$ cat src/rtl/clkcfg_pkg.sv
package clkcfg_pkg;
    localparam int NREG = 15;
    localparam int IDXW = 7;
    localparam logic [6:0] DEV_ADDR = 7'h69;
    localparam logic [7:0] ID_MAIN = 8'h32;
    localparam logic [7:0] ID_SUB = 8'h11;

    typedef enum logic [2:0] {
        ST_IDLE, ST_ADDR, ST_CMD, ST_COUNT, ST_WDATA, ST_RDATA
    } smb_state_e;

    function automatic logic [7:0] reg_reset(input int idx);
        case (idx)
            1:       return 8'hE0;
            2:       return 8'h7F;
            3:       return 8'hF7;
            4:       return 8'hFF;
            6:       return 8'h08;
            7:       return 8'h40;
            9:       return 8'h1F;
            10:      return 8'h04;
            14:      return 8'h04;
            default: return 8'h00;
        endcase
    endfunction

    function automatic logic [7:0] reg_wmask(input int idx);
        case (idx)
            1:       return 8'hE0;
            2:       return 8'h7F;
            5:       return 8'hDF;
            11, 12:  return 8'h00;
            default: return 8'hFF;
        endcase
    endfunction
endpackage

$ cat src/rtl/smb_line_filter.sv
module smb_line_filter #(
    parameter int FILT_LEN = 4
) (
    input  logic clk,
    input  logic rst_n,
    input  logic line_in,
    output logic line_out
);
    localparam int CW = $clog2(FILT_LEN + 1);

    logic [1:0]    sync_q;
    logic [CW-1:0] cnt_q;
    logic          flt_q;

    always_ff @(posedge clk or negedge rst_n) begin
        if (!rst_n) begin
            sync_q <= 2'b11;
            cnt_q  <= '0;
            flt_q  <= 1'b1;
        end else begin
            sync_q <= {sync_q[0], line_in};
            if (sync_q[1] != flt_q) begin
                if (cnt_q == CW'(FILT_LEN - 1)) begin
                    flt_q <= sync_q[1];
                    cnt_q <= '0;
                end else begin
                    cnt_q <= cnt_q + 1'b1;
                end
            end else begin
                cnt_q <= '0;
            end
        end
    end

    assign line_out = flt_q;

    AST_FILT_RISE_SETTLED: assert property (@(posedge clk) disable iff (!rst_n)
        $rose(flt_q) |-> $past(sync_q[1]));
    AST_FILT_FALL_SETTLED: assert property (@(posedge clk) disable iff (!rst_n)
        $fell(flt_q) |-> !$past(sync_q[1]));
endmodule

$ cat src/rtl/clkcfg_regfile.sv
module clkcfg_regfile
    import clkcfg_pkg::*;
#(
    parameter int N  = NREG,
    parameter int AW = IDXW
) (
    input  logic          clk,
    input  logic          rst_n,
    input  logic          wr_en,
    input  logic [AW-1:0] wr_idx,
    input  logic [7:0]    wr_data,
    input  logic [AW-1:0] rd_idx,
    output logic [7:0]    rd_data,
    input  logic [4:0]    strap_fs,
    input  logic          strap_cur,
    input  logic [7:0]    wd_count,
    input  logic          wd_expired,
    output logic [N*8-1:0] cfg_regs
);
    localparam int SW = $clog2(N);

    logic [7:0] store [N];

    for (genvar g = 0; g < N; g++) begin : g_reg
        always_ff @(posedge clk or negedge rst_n) begin
            if (!rst_n)
                store[g] <= reg_reset(g);
            else if (wr_en && wr_idx == AW'(g))
                store[g] <= (store[g] & ~reg_wmask(g)) | (wr_data & reg_wmask(g));
        end
        assign cfg_regs[g*8 +: 8] = store[g];
    end

    always_comb begin
        rd_data = 8'hFF;
        if (rd_idx < AW'(N)) begin
            rd_data = store[rd_idx[SW-1:0]];
            case (rd_idx)
                AW'(1):  rd_data = {store[1][7:5], strap_fs};
                AW'(2):  rd_data = {strap_cur, store[2][6:0]};
                AW'(5):  rd_data = {store[5][7:6], wd_expired, store[5][4:0]};
                AW'(6):  rd_data = wd_count;
                AW'(11): rd_data = ID_MAIN;
                AW'(12): rd_data = ID_SUB;
                default: ;
            endcase
        end
    end

    AST_OOR_WRITE_IGNORED: assert property (@(posedge clk) disable iff (!rst_n)
        (wr_en && wr_idx >= AW'(N)) |=> $stable(cfg_regs));
endmodule

$ cat src/rtl/smb_target_fsm.sv
module smb_target_fsm
    import clkcfg_pkg::*;
#(
    parameter int N  = NREG,
    parameter int AW = IDXW
) (
    input  logic          clk,
    input  logic          rst_n,
    input  logic          scl,
    input  logic          sda,
    input  logic [7:0]    rd_data,
    output logic          sda_oe,
    output logic          wr_en,
    output logic [AW-1:0] wr_idx,
    output logic [7:0]    wr_data,
    output logic [AW-1:0] rd_idx
);
    smb_state_e    state_q, state_d;
    logic          scl_d, sda_d;
    logic [3:0]    bit_q;
    logic [7:0]    sh_q, tx_q, wdat_q;
    logic [AW-1:0] ptr_q, widx_q;
    logic          rw_q, ack_q, cnt_pend_q, mnack_q, oe_q, wr_q;
    logic          scl_rise, scl_fall, start_ev, stop_ev, rx_state, ack_now;
    logic [7:0]    tx_next;

    assign scl_rise = scl & ~scl_d;
    assign scl_fall = ~scl & scl_d;
    assign start_ev = scl & scl_d & sda_d & ~sda;
    assign stop_ev  = scl & scl_d & ~sda_d & sda;

    always_comb begin
        rx_state = state_q inside {ST_ADDR, ST_CMD, ST_COUNT, ST_WDATA};
        unique case (state_q)
            ST_ADDR: ack_now = (sh_q[7:1] == DEV_ADDR);
            ST_CMD:  ack_now = sh_q[7] || (sh_q == 8'h00);
            default: ack_now = 1'b1;
        endcase
        tx_next = cnt_pend_q ? 8'(N) : rd_data;
    end

    // next-state logic
    always_comb begin
        state_d = state_q;
        if (start_ev) begin
            state_d = ST_ADDR;
        end else if (stop_ev) begin
            state_d = ST_IDLE;
        end else if (scl_fall && bit_q == 4'd9) begin
            unique case (state_q)
                ST_ADDR:  state_d = !ack_q ? ST_IDLE : (rw_q ? ST_RDATA : ST_CMD);
                ST_CMD:   state_d = !ack_q ? ST_IDLE : ((sh_q == 8'h00) ? ST_COUNT : ST_WDATA);
                ST_COUNT: state_d = ST_WDATA;
                ST_WDATA: state_d = ST_WDATA;
                ST_RDATA: state_d = mnack_q ? ST_IDLE : ST_RDATA;
                default:  state_d = ST_IDLE;
            endcase
        end
    end

    // state register
    always_ff @(posedge clk or negedge rst_n) begin
        if (!rst_n) state_q <= ST_IDLE;
        else        state_q <= state_d;
    end

    // outputs and datapath
    always_ff @(posedge clk or negedge rst_n) begin
        if (!rst_n) begin
            scl_d <= 1'b1;  sda_d <= 1'b1;  bit_q <= '0;
            sh_q <= '0;     tx_q <= '0;     wdat_q <= '0;
            ptr_q <= '0;    widx_q <= '0;   rw_q <= 1'b0;
            ack_q <= 1'b0;  cnt_pend_q <= 1'b0;
            mnack_q <= 1'b0; oe_q <= 1'b0;  wr_q <= 1'b0;
        end else begin
            scl_d <= scl;
            sda_d <= sda;
            wr_q  <= 1'b0;
            if (start_ev || stop_ev) begin
                bit_q <= '0;
                oe_q  <= 1'b0;
            end else if (rx_state) begin
                if (scl_rise && bit_q < 4'd8) begin
                    sh_q  <= {sh_q[6:0], sda};
                    bit_q <= bit_q + 1'b1;
                end else if (scl_fall && bit_q == 4'd8) begin
                    bit_q <= 4'd9;
                    oe_q  <= ack_now;
                    ack_q <= ack_now;
                    if (state_q == ST_ADDR) rw_q <= sh_q[0];
                    if (state_q == ST_CMD) begin
                        cnt_pend_q <= (sh_q == 8'h00);
                        ptr_q      <= (sh_q == 8'h00) ? '0 : sh_q[AW-1:0];
                    end
                    if (state_q == ST_WDATA) begin
                        wr_q   <= 1'b1;
                        wdat_q <= sh_q;
                        widx_q <= ptr_q;
                        ptr_q  <= ptr_q + 1'b1;
                    end
                end else if (scl_fall && bit_q == 4'd9) begin
                    bit_q <= '0;
                    oe_q  <= 1'b0;
                    if (state_q == ST_ADDR && ack_q && rw_q) begin
                        tx_q <= tx_next;
                        oe_q <= ~tx_next[7];
                        if (cnt_pend_q) cnt_pend_q <= 1'b0;
                        else            ptr_q <= ptr_q + 1'b1;
                    end
                end
            end else if (state_q == ST_RDATA) begin
                if (scl_rise) begin
                    if (bit_q == 4'd8) begin
                        mnack_q <= sda;
                        bit_q   <= 4'd9;
                    end else begin
                        bit_q <= bit_q + 1'b1;
                    end
                end else if (scl_fall) begin
                    if (bit_q < 4'd8) begin
                        tx_q <= {tx_q[6:0], 1'b0};
                        oe_q <= ~tx_q[6];
                    end else if (bit_q == 4'd8) begin
                        oe_q <= 1'b0;
                    end else begin
                        bit_q <= '0;
                        oe_q  <= 1'b0;
                        if (!mnack_q) begin
                            tx_q <= tx_next;
                            oe_q <= ~tx_next[7];
                            if (cnt_pend_q) cnt_pend_q <= 1'b0;
                            else            ptr_q <= ptr_q + 1'b1;
                        end
                    end
                end
            end
        end
    end

    assign sda_oe  = oe_q;
    assign wr_en   = wr_q;
    assign wr_idx  = widx_q;
    assign wr_data = wdat_q;
    assign rd_idx  = ptr_q;

    AST_DRIVE_SCL_LOW: assert property (@(posedge clk) disable iff (!rst_n)
        (oe_q != $past(oe_q)) |-> !scl);
    AST_BLOCK_CMD_ZERO: assert property (@(posedge clk) disable iff (!rst_n)
        $rose(state_q == ST_COUNT) |-> ($past(sh_q) == 8'h00));
    AST_WRITE_FULL_BYTE: assert property (@(posedge clk) disable iff (!rst_n)
        wr_q |-> (state_q == ST_WDATA && bit_q == 4'd9));
endmodule

$ cat src/rtl/clkcfg_smb_target.sv
module clkcfg_smb_target
    import clkcfg_pkg::*;
#(
    parameter int FILT_LEN = 4
) (
    input  logic            clk,
    input  logic            rst_n,
    input  logic            scl_in,
    input  logic            sda_in,
    output logic            sda_oe,
    input  logic [4:0]      strap_fs,
    input  logic            strap_cur,
    input  logic [7:0]      wd_count,
    input  logic            wd_expired,
    output logic [NREG*8-1:0] cfg_regs
);
    logic [1:0]      raw_l, flt_l;
    logic            wr_en;
    logic [IDXW-1:0] wr_idx, rd_idx;
    logic [7:0]      wr_data, rd_data;

    assign raw_l = {scl_in, sda_in};

    for (genvar i = 0; i < 2; i++) begin : g_flt
        smb_line_filter #(.FILT_LEN(FILT_LEN)) u_flt (
            .clk      (clk),
            .rst_n    (rst_n),
            .line_in  (raw_l[i]),
            .line_out (flt_l[i])
        );
    end

    smb_target_fsm #(.N(NREG), .AW(IDXW)) u_fsm (
        .clk     (clk),
        .rst_n   (rst_n),
        .scl     (flt_l[1]),
        .sda     (flt_l[0]),
        .rd_data (rd_data),
        .sda_oe  (sda_oe),
        .wr_en   (wr_en),
        .wr_idx  (wr_idx),
        .wr_data (wr_data),
        .rd_idx  (rd_idx)
    );

    clkcfg_regfile #(.N(NREG), .AW(IDXW)) u_regs (
        .clk        (clk),
        .rst_n      (rst_n),
        .wr_en      (wr_en),
        .wr_idx     (wr_idx),
        .wr_data    (wr_data),
        .rd_idx     (rd_idx),
        .rd_data    (rd_data),
        .strap_fs   (strap_fs),
        .strap_cur  (strap_cur),
        .wd_count   (wd_count),
        .wd_expired (wd_expired),
        .cfg_regs   (cfg_regs)
    );
endmodule

$ cat config.mk
export PLATFORM = sky130hd
export DESIGN_NAME = clkcfg_smb_target
export DESIGN_NICKNAME = d
export VERILOG_FILES = /design/src/rtl/clkcfg_pkg.sv /design/src/rtl/smb_line_filter.sv /design/src/rtl/clkcfg_regfile.sv /design/src/rtl/smb_target_fsm.sv /design/src/rtl/clkcfg_smb_target.sv
export SDC_FILE = /design/constraint.sdc
export NUM_CORES = 1
export LEC_CHECK = 0
export ABC_AREA = 1
export BUFFER_PORTS_ARGS = -buffer_cell sky130_fd_sc_hd__buf_2
export CORE_MARGIN = 8
export CORE_UTILIZATION = 56
export DETAILED_ROUTE_END_ITERATION = 10
export PLACE_DENSITY = 0.79
export SETUP_SLACK_MARGIN = 0.15
export SYNTH_ARGS = -nofsm -noshare
export SYNTH_HDL_FRONTEND = slang
export SYNTH_HIERARCHICAL = 1
export SYNTH_SLANG_ARGS = --single-unit
export TNS_END_PERCENT = 20
$ cat constraint.sdc
create_clock -name clk -period 5.5 [get_ports clk]
set_input_delay 1.1 -clock clk [delete_from_list [all_inputs] [get_ports clk]]
set_output_delay 1.1 -clock clk [all_outputs]
set_load 0.1 [all_outputs]
==> results of run 1 <==
kinds of logic (layout without fill, tap and decap cells):
| family | Yosys count | count (layout) | synth area share |
|---|---|---|---|
| flip-flops | 161 | 161 | 0.460 |
| other | 1 | 23 | 0.000423 |
| AO/OA/AOI/OAI | 190 | 190 | 0.114 |
| buffers and inverters | 163 | 247 | 0.0937 |
| adder cells (fa/ha/maj) | 9 | 9 | 0.0127 |
| XOR/XNOR | 4 | 4 | 0.00395 |
| AND/OR/NAND/NOR | 658 | 658 | 0.316 |
per-stage QoR:
stage          utilization  total power, mW  instance area [sq um]  hold WS, ns  std cells
2_1_floorplan            -             2.57                   8950        0.345       1208
3_3_place_gp         0.596             2.77                   9360        0.345       1476
3_5_place_dp         0.596             2.81                   9360        0.347       1476
4_1_cts              0.633             3.99                   9940        0.359       1508
5_1_grt              0.633             4.24                   9940        0.364       1508
6_report             0.633             4.00                   9940        0.357       1508
cell usage in the layout, fill, tap and decap left out, types with 9 or more instances in the layout:
cell / instances
conb_1: 23
dfrtp_1: 119
o21ai_1: 13
ha_1: 9
nand2_2: 12
clkbuf_16: 17
buf_2: 115
nand3_1: 73
nor2_2: 10
a21oi_1: 11
inv_1: 87
o21ai_0: 146
nor2_1: 54
nand2_1: 472
dfstp_2: 42
worst paths after layout:
kind / slack, ns / cells after the start / start / endpoint
worst max-delay path: 2.65 / 15 / u_fsm/rd_idx[1] / u_fsm/sda_oe
worst min register to register: 0.36 / 0 / g_flt[1].u_flt/sync_q[0] / g_flt[1].u_flt/sync_q[1]
min in group asynchronous: 0.56 / 1 / rst_n / u_regs/cfg_regs[83]
worst max register to register: 2.65 / 15 / u_fsm/rd_idx[1] / u_fsm/sda_oe
max in group asynchronous: 3.79 / 2 / rst_n / u_fsm/sh_q[4]
worst min-delay path: 0.36 / 0 / g_flt[1].u_flt/sync_q[0] / g_flt[1].u_flt/sync_q[1]
state kept, by name, indices dropped and copies added (netlist names):
name	cells
g_flt.u_flt/line_out	2
u_fsm/tx_q	7
u_fsm/sh_q	8
u_fsm/rw_q	1
u_fsm/cnt_pend_q	1
u_regs/cfg_regs	97
u_fsm/scl_d	1
u_fsm/sda_d	1
u_fsm/wr_idx	7
u_fsm/wr_data	8
u_fsm/state_q	3
g_flt.u_flt/cnt_q	6
u_fsm/ack_q	1
u_fsm/sda_oe	1
u_fsm/bit_q	4
u_fsm/wr_en	1
u_fsm/mnack_q	1
u_fsm/rd_idx	7
g_flt.u_flt/sync_q	4
area by class of cell:
class                   instances  area (sq um)  area share
repair buffers                119           609      0.0613
clock inverters                12           134      0.0135
flip-flops and latches        161          4080       0.410
well taps                     216           270      0.0272
inverters                      96           360      0.0362
multi-input cells             884          4040       0.406
clock buffers                  20           447      0.0449
worst max-delay path, stage by stage, from the launching register on:
cell,delay (ns)
dfrtp_1,0.95
inv_2,0.29
nor2_4,0.44
nand2_1,0.10
nand3_1,0.11
nand2_1,0.06
nand4_1,0.12
nand2_1,0.07
nand2_1,0.09
nand2_1,0.08
nand3_1,0.09
nand3_1,0.07
nand3_1,0.10
nor2_1,0.05
nand2_1,0.05
nand2_1,0.05
routing by layer:
layer,routed length [um],vias up,share of wire
li1,-,3929,-
met1,11500,3845,0.43
met3,2800,54,0.10
met4,734,0,0.027
met2,11900,414,0.44
met5,0,-,0
power groups by stage:
| stage | clock [mW] | combinational [mW] | sequential [mW] |
|---|---|---|---|
| after CTS | 1.19 | 1.34 | 1.46 |
| final | 1.18 | 1.36 | 1.46 |
| after detailed placement | 0 | 1.33 | 1.48 |
| after global placement | 0 | 1.30 | 1.47 |
| after floorplan | 0 | 1.14 | 1.43 |
| after global routing | 1.24 | 1.52 | 1.48 |
==> reports/results.env, run 1 <==
POST_ROUTE_CELLS_DRIVE_ABOVE_1_SHARE=0.190
HOLDBUFCOUNTCTS=0
ROUTE.FINAL.WIRE_LENGTH_UM=26900
RESULT_OF_THE_RUN='complete, no violations'
PLACEMENTROWS=46
SWITCHING_POWER_mW=1.63
WORST_PIN_SLEW_NS=0.927
CTS.REPAIR_TIMING.SETUP_BUFFER_COUNT=0
POWER.SEQUENTIAL.FRACTION=0.366
YOSYSTOPAREACELLSHARE=0.336
PLACE_WORST_SETUP_SLACK_NS=2.69
TIMING.SETUP.CRITICAL_PATH_CLASS='reg2reg'
TOP_CELL_TYPES_BY_OCCURRENCE_AFTER_SYNTHESIS='472 x nand2_1, 146 x o21ai_0, 119 x dfrtp_1'
CAP_VIOLATIONS=0
ANT_NETS=0
INTERNAL-POWER_mW=2.37
DETAILED_ROUTE_WIRE_LENGTH_PER_CELL_UM=17.9
FRACTION_OF_THE_YOSYS_AREA_TAKEN_BY_SEQUENTIAL_CELLS=0.460
GRT_START_MAX_NET_PINS=63
DETAILROUTE.VIA_COUNT=8242
IOPINCOUNT=140
CTS_TREE='done'
HOLD_VIOL=0
POSTSYNTHREGISTERBITS=161
NUMBER_OF_ENABLE_TYPE_REGISTER_CELLS_IN_THE_SYNTHESIZED_NETLIST=0
CTS.SINKS=161
GLOBALROUTEMET3UTIL=0.0672
POSTSYNTHAREAPERCELL_SQ_UM=7.48
POWER.SHARE.SWITCHING=0.407
TOTAL_OF_CELLS_RESIZED_AFTER_CLOCK_TREE_SYNTHESIS=0
MOST_FREQUENT_CELL_AFTER_SYNTHESIS='nand2_1'
P_LEAK_nW=5.00
DRT-PASS1-ITER-COUNT=5
ARRIVAL_TIME_AT_THE_WORST_ENDPOINT_NS=3.18
SETUP_TNS_NS=0
CLOCK.FMAX_MHz=351
TIMING.CRITICAL_PATH.REQUIRED_NS=5.83
GLOBAL_ROUTE.PEAK_USAGE_LAYER='met2'
NFILLCELLS=1411
FINAL.SETUP.WORST_SLACK_NS=2.65
DIE-AREA_SQ_UM=20100
DRC_VIOLS=0
USE_MET1=0.373
P_COMB_FRAC=0.340
SYN-CELL-AREA_SQ_UM=8870
MAX_SLEW_MARGIN=0.382
CRITPATHMAXFANOUT=25
CLK_PIN_SLEW_WORST_PATHS_NS=0.06
WORSTSKEWPAIRLATENCY_NS=0.44
CLOCKBUFFERDEPTH=2
WARNINGS_FROM_YOSYS=6
VIAS_PER_CELL=5.47
TIMING.FINAL.CRIT_PERIOD_NS=2.85
LAYOUT_OVERHEAD_ON_THE_SYNTHESIZED_AREA_PCT=12.1
PWR_DENSITY_CELL_nW_PER_UM2=402
IO_BUFFER_COUNT=116
DETAILED_PLACEMENT_WIRELENGTH_ESTIMATE_UM=19200
GRT_USE_MET2=0.411
ASYNC_RESET_FF_FRAC=1.00
UNREPAIRED_SETUP_ENDPOINTS_AFTER_GLOBAL_ROUTING='false'
NUMCTSBUFFERS=17
FINALCLOCKSKEW_NS=0.00721
GRT_PASS1_VIAS=7894
GRT.OVERFLOW.TOTAL=0
NETLIST_INSTANCES=1186
SYNTHDOMINANTAREACELLTYPE='dfrtp_1'
SETUP_VIOL_COUNT_FINAL=0
ANTENNA-DIODE-COUNT=0
POWER.IR.VDD_WORST_V=0.000200
FINAL_MIN_PERIOD_OVER_CLOCK_PERIOD=0.519
TOTAL_NUMBER_OF_H_TREE_LEVELS=4
FLOORPLAN.DIE.HEIGHT_UM=142
CLKPWRFRAC=0.294
SYNTH.DISTINCT_CELLS=36
ROOT_BUFFER='clkbuf_16'
FP.COREAREA_SQ_UM=15700
FP.DIEW_UM=142
NETS=1307
CRITICAL_PATH.STARTPOINT_TYPE='register'
INITIALDRTVIOLATIONCOUNT=975
MIN-DELAY-PATH-CLASS='reg2reg'
GRT_PASS1_WL_UM=42600
MAIN_AREA_CONTRIBUTORS_AFTER_SYNTHESIS='dfrtp_1 34%, nand2_1 20%, dfstp_2 12%, o21ai_0 8.2%, nand3_1 4.1%'
CRITPATHCAPTURETYPE='register'
TIMING.FINAL.MAX_SLEW_VIOLATIONS=0
INITIAL_UTILIZATION=0.565
ANTENNA_FOUND_INITIAL=0
POSTSYNTH.TOPFLOPCELL='dfrtp_1'
PLACE_CONGESTION=0.948
GLOBALROUTETOTALUTIL=0.275
Power figures use the tool's default switching activity.
==> inputs of run 2 (changes only) <==
- clock period: 5.5 -> 2.7 ns (I/O delays scaled with it)
==> run 2 against run 1 <==
Clock skew up 0.0072 ns. Die area did not move. Sequential cell count unchanged. Register-to-register slack worse by 2.2 ns. Power up 100%. Largest power group unchanged. Clock power increased by 97%. Sequential power rose by 100%. Highest routed layer unchanged. Non-clock buffer count rose by 5. Cell count rose by 0.33%. Clock-buffer cell count fell by 1. Setup slack got worse by 2.2 ns.
==> reports/results.env, run 2 (synthesis gave the netlist of run 1 again) <==
RESULT_OF_THE_RUN='complete, no violations'
GRT_PASS1_VIAS=7850  # -0.56%
DRC_VIOLS=0  # unchanged
DETAILED_PLACEMENT_WIRELENGTH_ESTIMATE_UM=19400  # +0.81%
POWER_mW=8.12  # +100%
DIE-AREA_SQ_UM=20100  # unchanged
GRT_START_MAX_NET_PINS=67  # +6.3%
CTS_TREE='done'
TOTAL_NUMBER_OF_H_TREE_LEVELS=4  # unchanged
GRT.OVERFLOW.TOTAL=0  # unchanged
FP.COREAREA_SQ_UM=15700  # unchanged
IO_BUFFER_COUNT=116  # unchanged
GRT_PASS1_WL_UM=41700  # -2.2%
TOP_LIBRARY_CELLS_BY_USAGE_IN_THE_LAYOUT_FILL_AND_TAPS_ASIDE='472 x nand2_1, 146 x o21ai_0, 119 x dfrtp_1, 115 x buf_2, 87 x inv_1'
CRITPATHBUFINV=1  # unchanged
CRITPATHCAPTURETYPE='register'
MAX_SLEW_MARGIN=0.501  # +0.119
ANTENNA_FOUND_INITIAL=0  # unchanged
FINAL.SETUP.WORST_SLACK_NS=0.421  # -2.23 ns
FLOORPLAN.DIE.HEIGHT_UM=142  # unchanged
WORST_PIN_SLEW_NS=0.748  # -0.179 ns
PLACE_WORST_SETUP_SLACK_NS=0.462  # -2.23 ns
CP-STARTPOINT='u_fsm/rd_idx[1]'
ROUTE.FINAL.WIRE_LENGTH_UM=26300  # -2.2%
HOLD_VIOL=0  # unchanged
CLOCKBUFFERDEPTH=2  # unchanged
TIMING.CRITICAL_PATH.REQUIRED_NS=3.03  # -2.80 ns
INITIALDRTVIOLATIONCOUNT=830  # -15%
TIMING.SETUP.CRITICAL_PATH_CLASS='reg2reg'
ANTENNA-DIODE-COUNT=0  # unchanged
MOSTFREQUENTLAYOUTCELL='nand2_1'
CTS.SINKS=161  # unchanged
ANT_NETS=0  # unchanged
LAYOUT_OVERHEAD_ON_THE_SYNTHESIZED_AREA_PCT=12.7
TIMING.CRITICAL_PATH.CELLS='inv_2, nor2_4, nand2_1, nand3_1, nand2_1, nand4_1, nand2_1, nand2_1, nand2_1, nand3_1, nand3_1, nand3_1, nor2_1, nand2_1, nand2_1'
NUMCTSBUFFERS=17  # unchanged
P_LEAK_nW=5.01  # +0.33%
HOLDBUFCOUNTCTS=0  # unchanged
CAP_VIOLATIONS=0  # unchanged
CLOCK.FMAX_MHz=439  # +25%
FINAL_MIN_PERIOD_OVER_CLOCK_PERIOD=0.844  # +0.325
TIMING.FINAL.MAX_SLEW_VIOLATIONS=0  # unchanged
DETAILROUTE.VIA_COUNT=8372  # +1.6%
LARGEST_REGISTER_FFS=97  # unchanged
FINAL_DESIGN_AREA_NO_FILL_SQ_UM=9990  # +0.52%
IOPINCOUNT=140  # unchanged
DETAILED_ROUTE_WIRE_LENGTH_PER_CELL_UM=17.4  # -2.5%
CRITPATHMAXFANOUT=19  # -24%
INITIAL_UTILIZATION=0.565  # unchanged
UNREPAIRED_SETUP_ENDPOINTS_AFTER_GLOBAL_ROUTING='false'
FINISH.UTILIZATION=0.636  # +0.00326
PLACEMENTROWS=46  # unchanged
TOP_DELAY_FAMILY_ON_CRIT_PATH='simple AND/OR/NAND/NOR gates'
CRITPATHMOSTFREQUENTCELL='nand2_1'
WORSTSKEWPAIRLATENCY_NS=0.44  # about the same
TIMING.FINAL.CRIT_PERIOD_NS=2.28  # -0.574 ns
ROOT_BUFFER='clkbuf_16'
CRITICAL_PATH.STARTPOINT_TYPE='register'
NFILLCELLS=1358  # -3.8%
TOTAL_OF_CELLS_RESIZED_AFTER_CLOCK_TREE_SYNTHESIS=0  # unchanged
POST_ROUTE_CELLS_DRIVE_ABOVE_1_SHARE=0.194  # +0.00467
NETS=1312  # +0.38%
PLACE_CONGESTION=0.965  # +1.8%
ARRIVAL_TIME_AT_THE_WORST_ENDPOINT_NS=2.61  # -0.57 ns
FINALCLOCKSKEW_NS=0.0145  # +0.00724 ns
POWER.IR.VDD_WORST_V=0.000632  # +220%
SETUP_TNS_NS=0  # unchanged
PWR_DENSITY_CELL_nW_PER_UM2=812  # +100%
CPMAXSTAGEDELAYCELL='dfrtp_1'
VIAS_PER_CELL=5.53  # +1.2%
RR_STARTPOINT='u_fsm/rd_idx[1]'
FP.DIEW_UM=142  # unchanged
CLK_PIN_SLEW_WORST_PATHS_NS=0.07  # about the same
CTS.REPAIR_TIMING.SETUP_BUFFER_COUNT=0  # unchanged
SETUP_VIOL_COUNT_FINAL=0  # unchanged
MIN-DELAY-PATH-CLASS='in2async'
DETAILED_PLACE.AREA_SQ_UM=9430  # +0.67%
GLOBALROUTETOTALUTIL=0.267  # -0.00779
DRT-PASS1-ITER-COUNT=6  # +1
CPPEAKSTAGEDELAY_NS=0.52  # -0.43 ns
-- run 2: changes by cell type in the layout (fill, tap and decap cells not counted), sizes merged --
| cell | change |
|---|---|
| buf | +5 |
| bufinv | -2 |
| clkbuf | -1 |
| clkinv | -4 |
| clkinvlp | +3 |
| inv | +4 |
-- run 2: worst paths after layout --
| kind | slack, ns | endpoint | cells past startpoint |
|---|---|---|---|
| setup reg to reg | 0.42 | u_fsm/sda_oe | 15 |
| min in group clk | 0.19 | g_flt[0].u_flt/sync_q[0] | 1 |
| hold / removal | 0.04 | u_regs/cfg_regs[83] | 1 |
| max in group asynchronous | 1.87 | u_regs/cfg_regs[22] | 2 |
| hold reg to reg | 0.36 | g_flt[1].u_flt/sync_q[1] | 0 |
| setup / recovery | 0.42 | u_fsm/sda_oe | 15 |
-- run 2: area by class of cell --
cell class / instances / area [sq um] / area share
clock buffers: 19 / 453 / 0.0453
clock inverters: 13 / 116 / 0.0116
inverters: 96 / 360 / 0.0361
multi-input cells: 884 / 4040 / 0.404
flip-flops and latches: 161 / 4080 / 0.408
well taps: 216 / 270 / 0.0270
repair buffers: 124 / 672 / 0.0672
-- run 2: where the power goes --
group	switching (mW)	total [mW]	leakage [nW]	internal (mW)
clock network	1.07	2.33	0.269	1.26
registers	0.276	2.94	2.06	2.66
logic	2.03	2.85	2.68	0.820
total	3.38	8.12	5.01	4.74
-- run 2: layer usage --
| metal | routed length (um) | vias to the layer above | GRT usage |
|---|---|---|---|
| li1 | - | 3933 | - |
| met1 | 11200 | 3893 | 0.356 |
| met2 | 11600 | 468 | 0.398 |
| met3 | 2630 | 78 | 0.0675 |
| met4 | 882 | 0 | 0.129 |
| met5 | 0 | - | 0 |
-- run 2: through the flow --
stage / instances / hold WS, ns
floorplan: 1208 / 0.244
global placement: 1481 / 0.346
detailed placement: 1481 / 0.348
CTS: 1513 / 0.0610
global route: 1513 / 0.0815
finish: 1513 / 0.0433
